===== config.mk =====
export PLATFORM = sky130hd
export DESIGN_NAME = char_fetch_seq
export DESIGN_NICKNAME = d
export VERILOG_FILES = /design/src/rtl/cfs_pkg.sv /design/src/rtl/cfs_regs.sv /design/src/rtl/cfs_window.sv /design/src/rtl/cfs_addr.sv /design/src/rtl/char_fetch_seq.sv
export SDC_FILE = /design/constraint.sdc
export NUM_CORES = 1
export LEC_CHECK = 0
export ABC_AREA = 1
export BUFFER_PORTS_ARGS = -buffer_cell sky130_fd_sc_hd__buf_4
export CELL_PAD_IN_SITES_DETAIL_PLACEMENT = 0
export CELL_PAD_IN_SITES_GLOBAL_PLACEMENT = 1
export CORE_MARGIN = 5
export CORE_UTILIZATION = 44
export DETAILED_ROUTE_END_ITERATION = 16
export PLACE_DENSITY = 0.82
export SETUP_SLACK_MARGIN = 0.5
export SLEW_MARGIN = 30
export SYNTH_ARGS = -nofsm -noshare
export SYNTH_HDL_FRONTEND = slang
export SYNTH_SLANG_ARGS = --single-unit

===== constraint.sdc =====
create_clock -name clk_i -period 5.2 [get_ports clk_i]
set_input_delay 1.3 -clock clk_i [delete_from_list [all_inputs] [get_ports clk_i]]
set_output_delay 1.3 -clock clk_i [all_outputs]
set_load 0.01 [all_outputs]

===== src/rtl/cfs_pkg.sv =====
package cfs_pkg;
  localparam int ADDR_W   = 14;
  localparam int DATA_W   = 8;
  localparam int COLOUR_W = 4;
  localparam int HCNT_W   = 7;
  localparam int VCNT_W   = 9;
  localparam int COLS_W   = 7;
  localparam int ROWS_W   = 6;
  localparam int GLINE_W  = 4;
  localparam int TROW_W   = 8;
  localparam int HI_W     = 4;
  localparam int STEP_W   = 3;
  localparam int CCNT_W   = COLS_W + 1;
  localparam logic [ADDR_W-1:0] IDLE_ADDR = ADDR_W'(8'h1C);

  typedef struct packed {
    logic [HCNT_W-1:0]  first_col;
    logic [DATA_W-1:0]  first_row;
    logic [COLS_W-1:0]  cols;
    logic [ROWS_W-1:0]  rows;
    logic               tall;
    logic               mtx_b9;
    logic [HI_W-1:0]    mtx_hi;
    logic [HI_W-1:0]    gly_hi;
  } cfg_t;
endpackage


===== src/rtl/cfs_regs.sv =====
module cfs_regs
  import cfs_pkg::*;
(
  input  logic        clk_i,
  input  logic        rst_ni,
  input  logic        we_i,
  input  logic [3:0]  addr_i,
  input  logic [7:0]  wdata_i,
  output cfg_t        cfg_o
);
  cfg_t q;

  always_ff @(posedge clk_i or negedge rst_ni) begin
    if (!rst_ni) q <= '0;
    else if (we_i) begin
      case (addr_i)
        4'h0: q.first_col <= wdata_i[HCNT_W-1:0];
        4'h1: q.first_row <= wdata_i;
        4'h2: begin
          q.cols   <= wdata_i[COLS_W-1:0];
          q.mtx_b9 <= wdata_i[7];
        end
        4'h3: begin
          q.rows <= wdata_i[ROWS_W:1];
          q.tall <= wdata_i[0];
        end
        4'h5: begin
          q.mtx_hi <= wdata_i[7:4];
          q.gly_hi <= wdata_i[3:0];
        end
        default: ;
      endcase
    end
  end

  assign cfg_o = q;
endmodule


===== src/rtl/cfs_window.sv =====
module cfs_window
  import cfs_pkg::*;
(
  input  logic               clk_i,
  input  logic               rst_ni,
  input  logic [HCNT_W-1:0]  first_col_i,
  input  logic [DATA_W-1:0]  first_row_i,
  input  logic [COLS_W-1:0]  cols_i,
  input  logic [ROWS_W-1:0]  rows_i,
  input  logic               tall_i,
  input  logic [HCNT_W-1:0]  hcnt_i,
  input  logic [VCNT_W-1:0]  vcnt_i,
  input  logic               line_wrap_i,
  input  logic               field_wrap_i,
  output logic               fetch_o,
  output logic               odd_o,
  output logic               load_ptr_o,
  output logic [GLINE_W-1:0] gline_o,
  output logic               last_gline_o
);
  localparam logic [STEP_W-1:0] STEP_MAX = '1;

  logic               vl_q, hl_q, idle_q, rows_ok_q, act_q;
  logic [STEP_W-1:0]  step_q;
  logic [COLS_W-1:0]  cols_q;
  logic [ROWS_W-1:0]  rows_q;
  logic [CCNT_W-1:0]  col_q;
  logic [GLINE_W-1:0] gline_q;
  logic [TROW_W-1:0]  row_q;
  logic [VCNT_W-1:0]  prev_v_q;

  logic               vl_n, hl_n, idle_n, rows_ok_n, act_n, end_line, gl_wrap;
  logic [STEP_W-1:0]  step_n;
  logic [COLS_W-1:0]  cols_n;
  logic [ROWS_W-1:0]  rows_n;
  logic [CCNT_W-1:0]  col_n, col_nx;
  logic [GLINE_W-1:0] gline_n;
  logic [TROW_W-1:0]  row_n;
  logic               fetch;

  always_comb begin
    end_line = line_wrap_i && hl_q;
    gl_wrap  = tall_i ? (gline_q == GLINE_W'(15)) : (gline_q == GLINE_W'(7));
    gline_n  = gline_q;
    row_n    = row_q;
    if (end_line) begin
      if (gl_wrap) begin
        gline_n = '0;
        row_n   = row_q + 1'b1;
      end else gline_n = gline_q + 1'b1;
    end
    vl_n      = vl_q;
    rows_ok_n = rows_ok_q;
    if (field_wrap_i) begin
      gline_n   = '0;
      row_n     = '0;
      vl_n      = 1'b0;
      rows_ok_n = 1'b0;
    end
    // compare against half the previous step's line count
    vl_n = vl_n | ({1'b0, first_row_i} == (prev_v_q >> 1));
    hl_n = (line_wrap_i ? 1'b0 : hl_q) | (vl_n && (hcnt_i == first_col_i));

    idle_n   = end_line ? 1'b1 : idle_q;
    cols_n   = end_line ? '0 : cols_q;
    act_n    = end_line ? 1'b0 : act_q;
    rows_n   = rows_q;
    col_n    = col_q;
    step_n   = step_q;
    load_ptr_o = 1'b0;
    if (!idle_n) begin
      step_n = (step_q == STEP_MAX) ? step_q : step_q + 1'b1;
      case (step_n)
        STEP_W'(1): cols_n = cols_i;
        STEP_W'(2): if (!rows_ok_n) begin
          rows_n    = rows_i;
          rows_ok_n = 1'b1;
        end
        STEP_W'(3): if (rows_ok_n && (row_n < TROW_W'(rows_n))) begin
          act_n = 1'b1;
          col_n = '0;
        end
        default: ;
      endcase
    end else if (hl_n) begin
      idle_n     = 1'b0;
      step_n     = '0;
      load_ptr_o = 1'b1;
    end

    fetch  = act_n && (col_n < {cols_n, 1'b0});
    col_nx = fetch ? col_n + 1'b1 : col_n;
  end

  assign fetch_o      = fetch;
  assign odd_o        = col_n[0];
  assign gline_o      = gline_n;
  assign last_gline_o = tall_i ? (gline_n == GLINE_W'(15)) : (gline_n == GLINE_W'(7));

  always_ff @(posedge clk_i or negedge rst_ni) begin
    if (!rst_ni) begin
      vl_q <= 1'b0; hl_q <= 1'b0; idle_q <= 1'b1; rows_ok_q <= 1'b0; act_q <= 1'b0;
      step_q <= '0; cols_q <= '0; rows_q <= '0; col_q <= '0;
      gline_q <= '0; row_q <= '0; prev_v_q <= '0;
    end else begin
      vl_q <= vl_n; hl_q <= hl_n; idle_q <= idle_n; rows_ok_q <= rows_ok_n; act_q <= act_n;
      step_q <= step_n; cols_q <= cols_n; rows_q <= rows_n; col_q <= col_nx;
      gline_q <= gline_n; row_q <= row_n; prev_v_q <= vcnt_i;
    end
  end
endmodule


===== src/rtl/cfs_addr.sv =====
module cfs_addr
  import cfs_pkg::*;
(
  input  logic                clk_i,
  input  logic                rst_ni,
  input  logic                mtx_b9_i,
  input  logic [HI_W-1:0]     mtx_hi_i,
  input  logic [HI_W-1:0]     gly_hi_i,
  input  logic                tall_i,
  input  logic                field_wrap_i,
  input  logic                load_ptr_i,
  input  logic                fetch_i,
  input  logic                odd_i,
  input  logic [GLINE_W-1:0]  gline_i,
  input  logic                last_gline_i,
  input  logic [DATA_W-1:0]   data_i,
  input  logic [COLOUR_W-1:0] colour_i,
  output logic [ADDR_W-1:0]   addr_o,
  output logic                active_o,
  output logic [DATA_W-1:0]   code_o,
  output logic [COLOUR_W-1:0] colour_o
);
  logic [ADDR_W-1:0]   ptr_q, base_q, addr_q;
  logic [ADDR_W-1:0]   ptr_n, base_n, addr_n, base0, ptr1, ptr_inc;
  logic [ADDR_W-1:0]   mbase, gbase, goff;
  logic                act_q, prev_even_q;
  logic [DATA_W-1:0]   code_q;
  logic [COLOUR_W-1:0] colour_q;

  always_comb begin
    mbase   = {mtx_hi_i, mtx_b9_i, 9'd0};
    gbase   = {gly_hi_i, 10'd0};
    goff    = tall_i ? {2'b0, data_i, 4'b0} : {3'b0, data_i, 3'b0};
    base0   = field_wrap_i ? '0 : base_q;
    ptr1    = load_ptr_i ? base0 : ptr_q;
    ptr_inc = ptr1 + 1'b1;
    ptr_n   = ptr1;
    base_n  = base0;
    addr_n  = IDLE_ADDR;
    if (fetch_i) begin
      if (odd_i) begin
        // data_i carries the code returned for the previous (even) step
        addr_n = gbase + goff + ADDR_W'(gline_i);
      end else begin
        addr_n = mbase + ptr1;
        ptr_n  = ptr_inc;
        if (last_gline_i) base_n = ptr_inc;
      end
    end
  end

  always_ff @(posedge clk_i or negedge rst_ni) begin
    if (!rst_ni) begin
      ptr_q <= '0; base_q <= '0; addr_q <= IDLE_ADDR; act_q <= 1'b0;
      prev_even_q <= 1'b0; code_q <= '0; colour_q <= '0;
    end else begin
      ptr_q       <= ptr_n;
      base_q      <= base_n;
      addr_q      <= addr_n;
      act_q       <= fetch_i;
      prev_even_q <= fetch_i && !odd_i;
      if (prev_even_q) begin
        code_q   <= data_i;
        colour_q <= colour_i;
      end
    end
  end

  assign addr_o   = addr_q;
  assign active_o = act_q;
  assign code_o   = code_q;
  assign colour_o = colour_q;
endmodule


===== src/rtl/char_fetch_seq.sv =====
module char_fetch_seq
  import cfs_pkg::*;
(
  input  logic                clk_i,
  input  logic                rst_ni,
  input  logic                cfg_we_i,
  input  logic [3:0]          cfg_addr_i,
  input  logic [7:0]          cfg_wdata_i,
  input  logic [HCNT_W-1:0]   hcnt_i,
  input  logic [VCNT_W-1:0]   vcnt_i,
  input  logic                line_wrap_i,
  input  logic                field_wrap_i,
  input  logic [DATA_W-1:0]   rd_data_i,
  input  logic [COLOUR_W-1:0] rd_colour_i,
  output logic [ADDR_W-1:0]   fetch_addr_o,
  output logic                fetch_active_o,
  output logic [DATA_W-1:0]   char_code_o,
  output logic [COLOUR_W-1:0] char_colour_o
);
  cfg_t               cfg;
  logic               fetch, odd, load_ptr, last_gline;
  logic [GLINE_W-1:0] gline;

  cfs_regs u_regs (
    .clk_i, .rst_ni, .we_i(cfg_we_i), .addr_i(cfg_addr_i), .wdata_i(cfg_wdata_i), .cfg_o(cfg)
  );

  cfs_window u_win (
    .clk_i, .rst_ni,
    .first_col_i(cfg.first_col), .first_row_i(cfg.first_row), .cols_i(cfg.cols),
    .rows_i(cfg.rows), .tall_i(cfg.tall),
    .hcnt_i, .vcnt_i, .line_wrap_i, .field_wrap_i,
    .fetch_o(fetch), .odd_o(odd), .load_ptr_o(load_ptr),
    .gline_o(gline), .last_gline_o(last_gline)
  );

  cfs_addr u_addr (
    .clk_i, .rst_ni,
    .mtx_b9_i(cfg.mtx_b9), .mtx_hi_i(cfg.mtx_hi), .gly_hi_i(cfg.gly_hi), .tall_i(cfg.tall),
    .field_wrap_i, .load_ptr_i(load_ptr), .fetch_i(fetch), .odd_i(odd),
    .gline_i(gline), .last_gline_i(last_gline),
    .data_i(rd_data_i), .colour_i(rd_colour_i),
    .addr_o(fetch_addr_o), .active_o(fetch_active_o),
    .code_o(char_code_o), .colour_o(char_colour_o)
  );
endmodule


==> key figures <==
Outcome
  – Outcome: completed

Critical path
  – CP Class: in2reg
  – Start of the worst register-to-register path: u_win.gline_q[0]$_DFF_PN0_
  – Crit path required time: around 5.6 ns
  – R2r endpoint: u_addr.ptr_q[8]$_DFF_PN0_
  – Critical path fanouts, max: 13
  – Startpoint types: primary input
  – Worst Path Arrival: around 4.8 ns
  – Crit end category: flop
  – Reg2reg path depth: 23
  – Reg-to-reg slack, setup: between 1 and 1.5 ns

Worst hold path
  – Min-Delay Endpoint: u_win.vl_q$_DFF_PN0_
  – HP Class: reg2reg
  – Min-Delay Startpoint: u_win.vl_q$_DFF_PN0_
  – Hold Path Cell Cnt: 2

CTS
  – Clock latency on the worst-skew pair: 0.42 ns
  – Clock Path Buffers: 2
  – # clock sinks: roughly 140
  – CTS clk-pin slew, worst paths: around 0.06 ns
  – CTS tree: done
  – Total CTS buffers: 17
  – H-tree level count: 4
  – Root Driver: clkbuf_16

Floorplan
  – Die width: about 140 um
  – Initial core utilization: 0.451
  – Io pins: 72
  – Rows: 47
  – CORE AREA: between 15000 and 20000 sq um
  – Die area: approximately 20000 sq um
  – Die height: between 100 and 150 um

Logic synthesis
  – Syn avg cell area: around 7.9 sq um
  – Syn nets: approximately 1000
  – Post-synth top area share: 0.462
  – Synth top area cells: dfrtp_1 (46%), nand2_1 (15%), inv_1 (5.8%)
  – Cell area after synthesis: ~7500 sq um
  – Syn Inst Count: approximately 950
  – Ys async rst share: 1.00
  – Yosys warns: 0
  – Synth Register Bits: between 100 and 150
  – Ys flop type: dfrtp_1
  – Unique masters post-synth: 40
  – Seq/Total Area, Yosys: 0.476
  – Post-synth EDFFs: 0
  – Synth area leader: dfrtp_1

STA
  – Final min period: between 4 and 5 ns
  – Slew Viols, Final: 0
  – Setup TNS: 0 ns
  – Final setup vio count: 0
  – Worst slew pin tran: 0.827 ns
  – RSZ-0062 raised after global routing: false
  – Peak Freq: 0.224 GHz
  – Slew headroom: 0.448
  – Hold Fails Final Rpt: 0
  – Final Cycle Share: 0.859
  – Final Worst Setup Slack: about 0.73 ns
  – Worst Skew: approximately 0.0060 ns

Layout
  – Nets: 1103
  – Storage cell area: between 3000 and 4000 sq um
  – Synthesis-to-finish area growth: 20.5%
  – Layout cells sized above 1: 0.157
  – # diodes: 0
  – Layout fillers: 1634
  – Area occupied by multi-input gates: ~3400 sq um

Power
  – Clock power share: 0.440
  – Leakage: 0.00482 uW
  – Comb pwr share: 0.120
  – Maximum vdd drop: about 0.23 mV
  – Power Total: 2810 uW
  – Power Density: 310 nW/um^2
  – Seq pwr share: 0.440
  – Switching Power: around 720 uW
  – Internal: 2090 uW
  – Switching share of total power: 0.257

Detailed routing
  – DRC violations left: 0
  – Vias/cell: approximately 4.8
  – Post-DR wirelength/cell: approximately 14 um
  – Total detailed-routing wirelength: ~18000 um
  – ANT nets after route: 0
  – DR pass1 iterations: 5
  – Routed vias: 6132
  – Initial DRC count: around 380

Global routing
  – Largest net degree at the start of global routing: 86
  – Total GRT Usage: 0.188
  – First-pass GRT wire length: slightly below 30000 um
  – Grt total ovfl: 0
  – Initial antenna violation count: 0
  – Vias in the first global route: between 5000 and 6000

Placement
  – Pre-CTS WS: about 0.17 ns
  – I/O Buffers: 70
  – GPL Wtd Cong: ~0.79
  – HPWL Detailed: between 10000 and 15000 um

Run
  – Max Cap Viol: 0
routing by layer:
metal | global-route usage | share of wire
met1 | 0.269 | 0.49
met5 | 0 | 0
met3 | 0.0332 | 0.036
met4 | 0.0571 | 0.019
met2 | 0.293 | 0.46
worst max-delay path by stage:
stage / endpoint / from / depth (start not counted)
after floorplan: u_win.col_q[0]$_DFF_PN0_ / line_wrap_i / 21
after detailed placement: u_addr.ptr_q[8]$_DFF_PN0_ / line_wrap_i / 23
after CTS: u_addr.ptr_q[8]$_DFF_PN0_ / line_wrap_i / 23
final: u_addr.ptr_q[8]$_DFF_PN0_ / line_wrap_i / 23
after global placement: u_addr.ptr_q[11]$_DFF_PN0_ / line_wrap_i / 23
after global routing: u_win.col_q[3]$_DFF_PN0_ / line_wrap_i / 24
registers in the layout, indices dropped and copies added, names as in the netlist:
signal              flops
u_win.act_q             1
u_win.step_q            3
u_addr.active_o         1
u_addr.colour_o         4
u_win.row_q             8
u_win.vl_q              1
u_win.rows_q            6
u_regs.cfg_o           38
u_addr.code_o           8
u_win.hl_q              1
u_win.cols_q            7
u_addr.base_q          14
u_win.rows_ok_q         1
u_addr.prev_even_q      1
u_addr.ptr_q           14
u_win.prev_v_q          8
u_win.gline_q           4
u_addr.addr_o          14
u_win.idle_q            1
u_win.col_q             8
worst max-delay path, cell delays in order:
cell	delay (ns)
buf_4	0.11
nand3_4	0.08
nor2_4	0.15
nand3_2	0.14
nor3_4	0.16
nand2_1	0.08
a221oi_2	0.26
ha_1	0.30
a2111oi_2	0.30
nand2_1	0.14
nor2_4	0.12
nand2_4	0.10
nand2_2	0.11
inv_2	0.06
ha_4	0.21
a21o_1	0.17
a221oi_2	0.29
nand2_2	0.13
a21oi_4	0.15
buf_12	0.14
buf_8	0.14
nand3_1	0.07
nand2_1	0.09
cells by family after synthesis:
family,synth area share
fa+ha+maj,0.0442
buf+inv,0.0813
compound gates,0.0790
mux,0.0103
flops,0.476
simple gates,0.265
xor+xnor,0.0442
cells in the final DEF (no fill, tap or decap), types with 3 or more instances in the layout:
cell and n:
nor2_1 61, a21oi_1 22, nand3_1 80, nand4_1 11, nor2_4 3, xor2_1 16, ha_1 23, bufinv_16 3
xnor2_1 22, dfstp_2 4, o211ai_1 3, nand2_1 298, clkinv_4 3, mux2_2 6, nand2_2 11, o21ai_0 75
o21ai_1 3, buf_4 88, dfrtp_1 139, inv_1 115, clkinv_2 3, clkbuf_16 18
per-stage QoR:
| step | cell area [sq um] | instances | utilization | hold slack, ns |
|---|---|---|---|---|
| 3_3_place_gp | 8390 | 1228 | 0.502 | 0.463 |
| 6_report | 9070 | 1265 | 0.543 | 0.485 |
| 4_1_cts | 8990 | 1260 | 0.538 | 0.488 |
| 3_5_place_dp | 8390 | 1228 | 0.502 | 0.472 |
| 2_1_floorplan | 7600 | 952 | - | 0.445 |
| 5_1_grt | 9070 | 1265 | 0.543 | 0.511 |
area by class of cell:
| class | count | area share |
|---|---|---|
| Timing Repair Buffer | 94 | 0.0841 |
| Clock buffer | 19 | 0.0477 |
| Clock inverter | 13 | 0.0181 |
| Sequential cell | 143 | 0.395 |
| Multi-Input combinational cell | 659 | 0.376 |
| Inverter | 117 | 0.0484 |
| Tap cell | 220 | 0.0303 |
cells in the mapped netlist, types with 3 or more instances:
master and count:
dfstp_2 4, inv_1 116, o21ai_0 75, o21ai_1 3, nand2_2 6, clkbuf_1 13, nand4_1 11, xnor2_1 22
a21oi_1 22, nor2_4 3, xor2_1 16, nor3_1 3, nor2_1 61, buf_6 4, mux2_2 6, nand3_1 81
ha_1 25, nand2_1 303, buf_1 3, o211ai_1 3, dfrtp_1 139, buf_2 12
repair_timing:
action	CTS	global route
hold endpoints to repair	0	0
hold buffers	0	0
setup endpoints to repair	0	50
setup buffers	0	3
gates resized for setup	0	3
power groups by stage:
stage | clock [uW] | sequential (uW) | combinational, uW
floorplan | 0 | 1240 | 239
global placement | 0 | 1250 | 336
detailed placement | 0 | 1260 | 341
CTS | 1260 | 1240 | 344
global route | 1320 | 1250 | 398
finish | 1240 | 1240 | 337
Power figures use the tool's default switching activity.
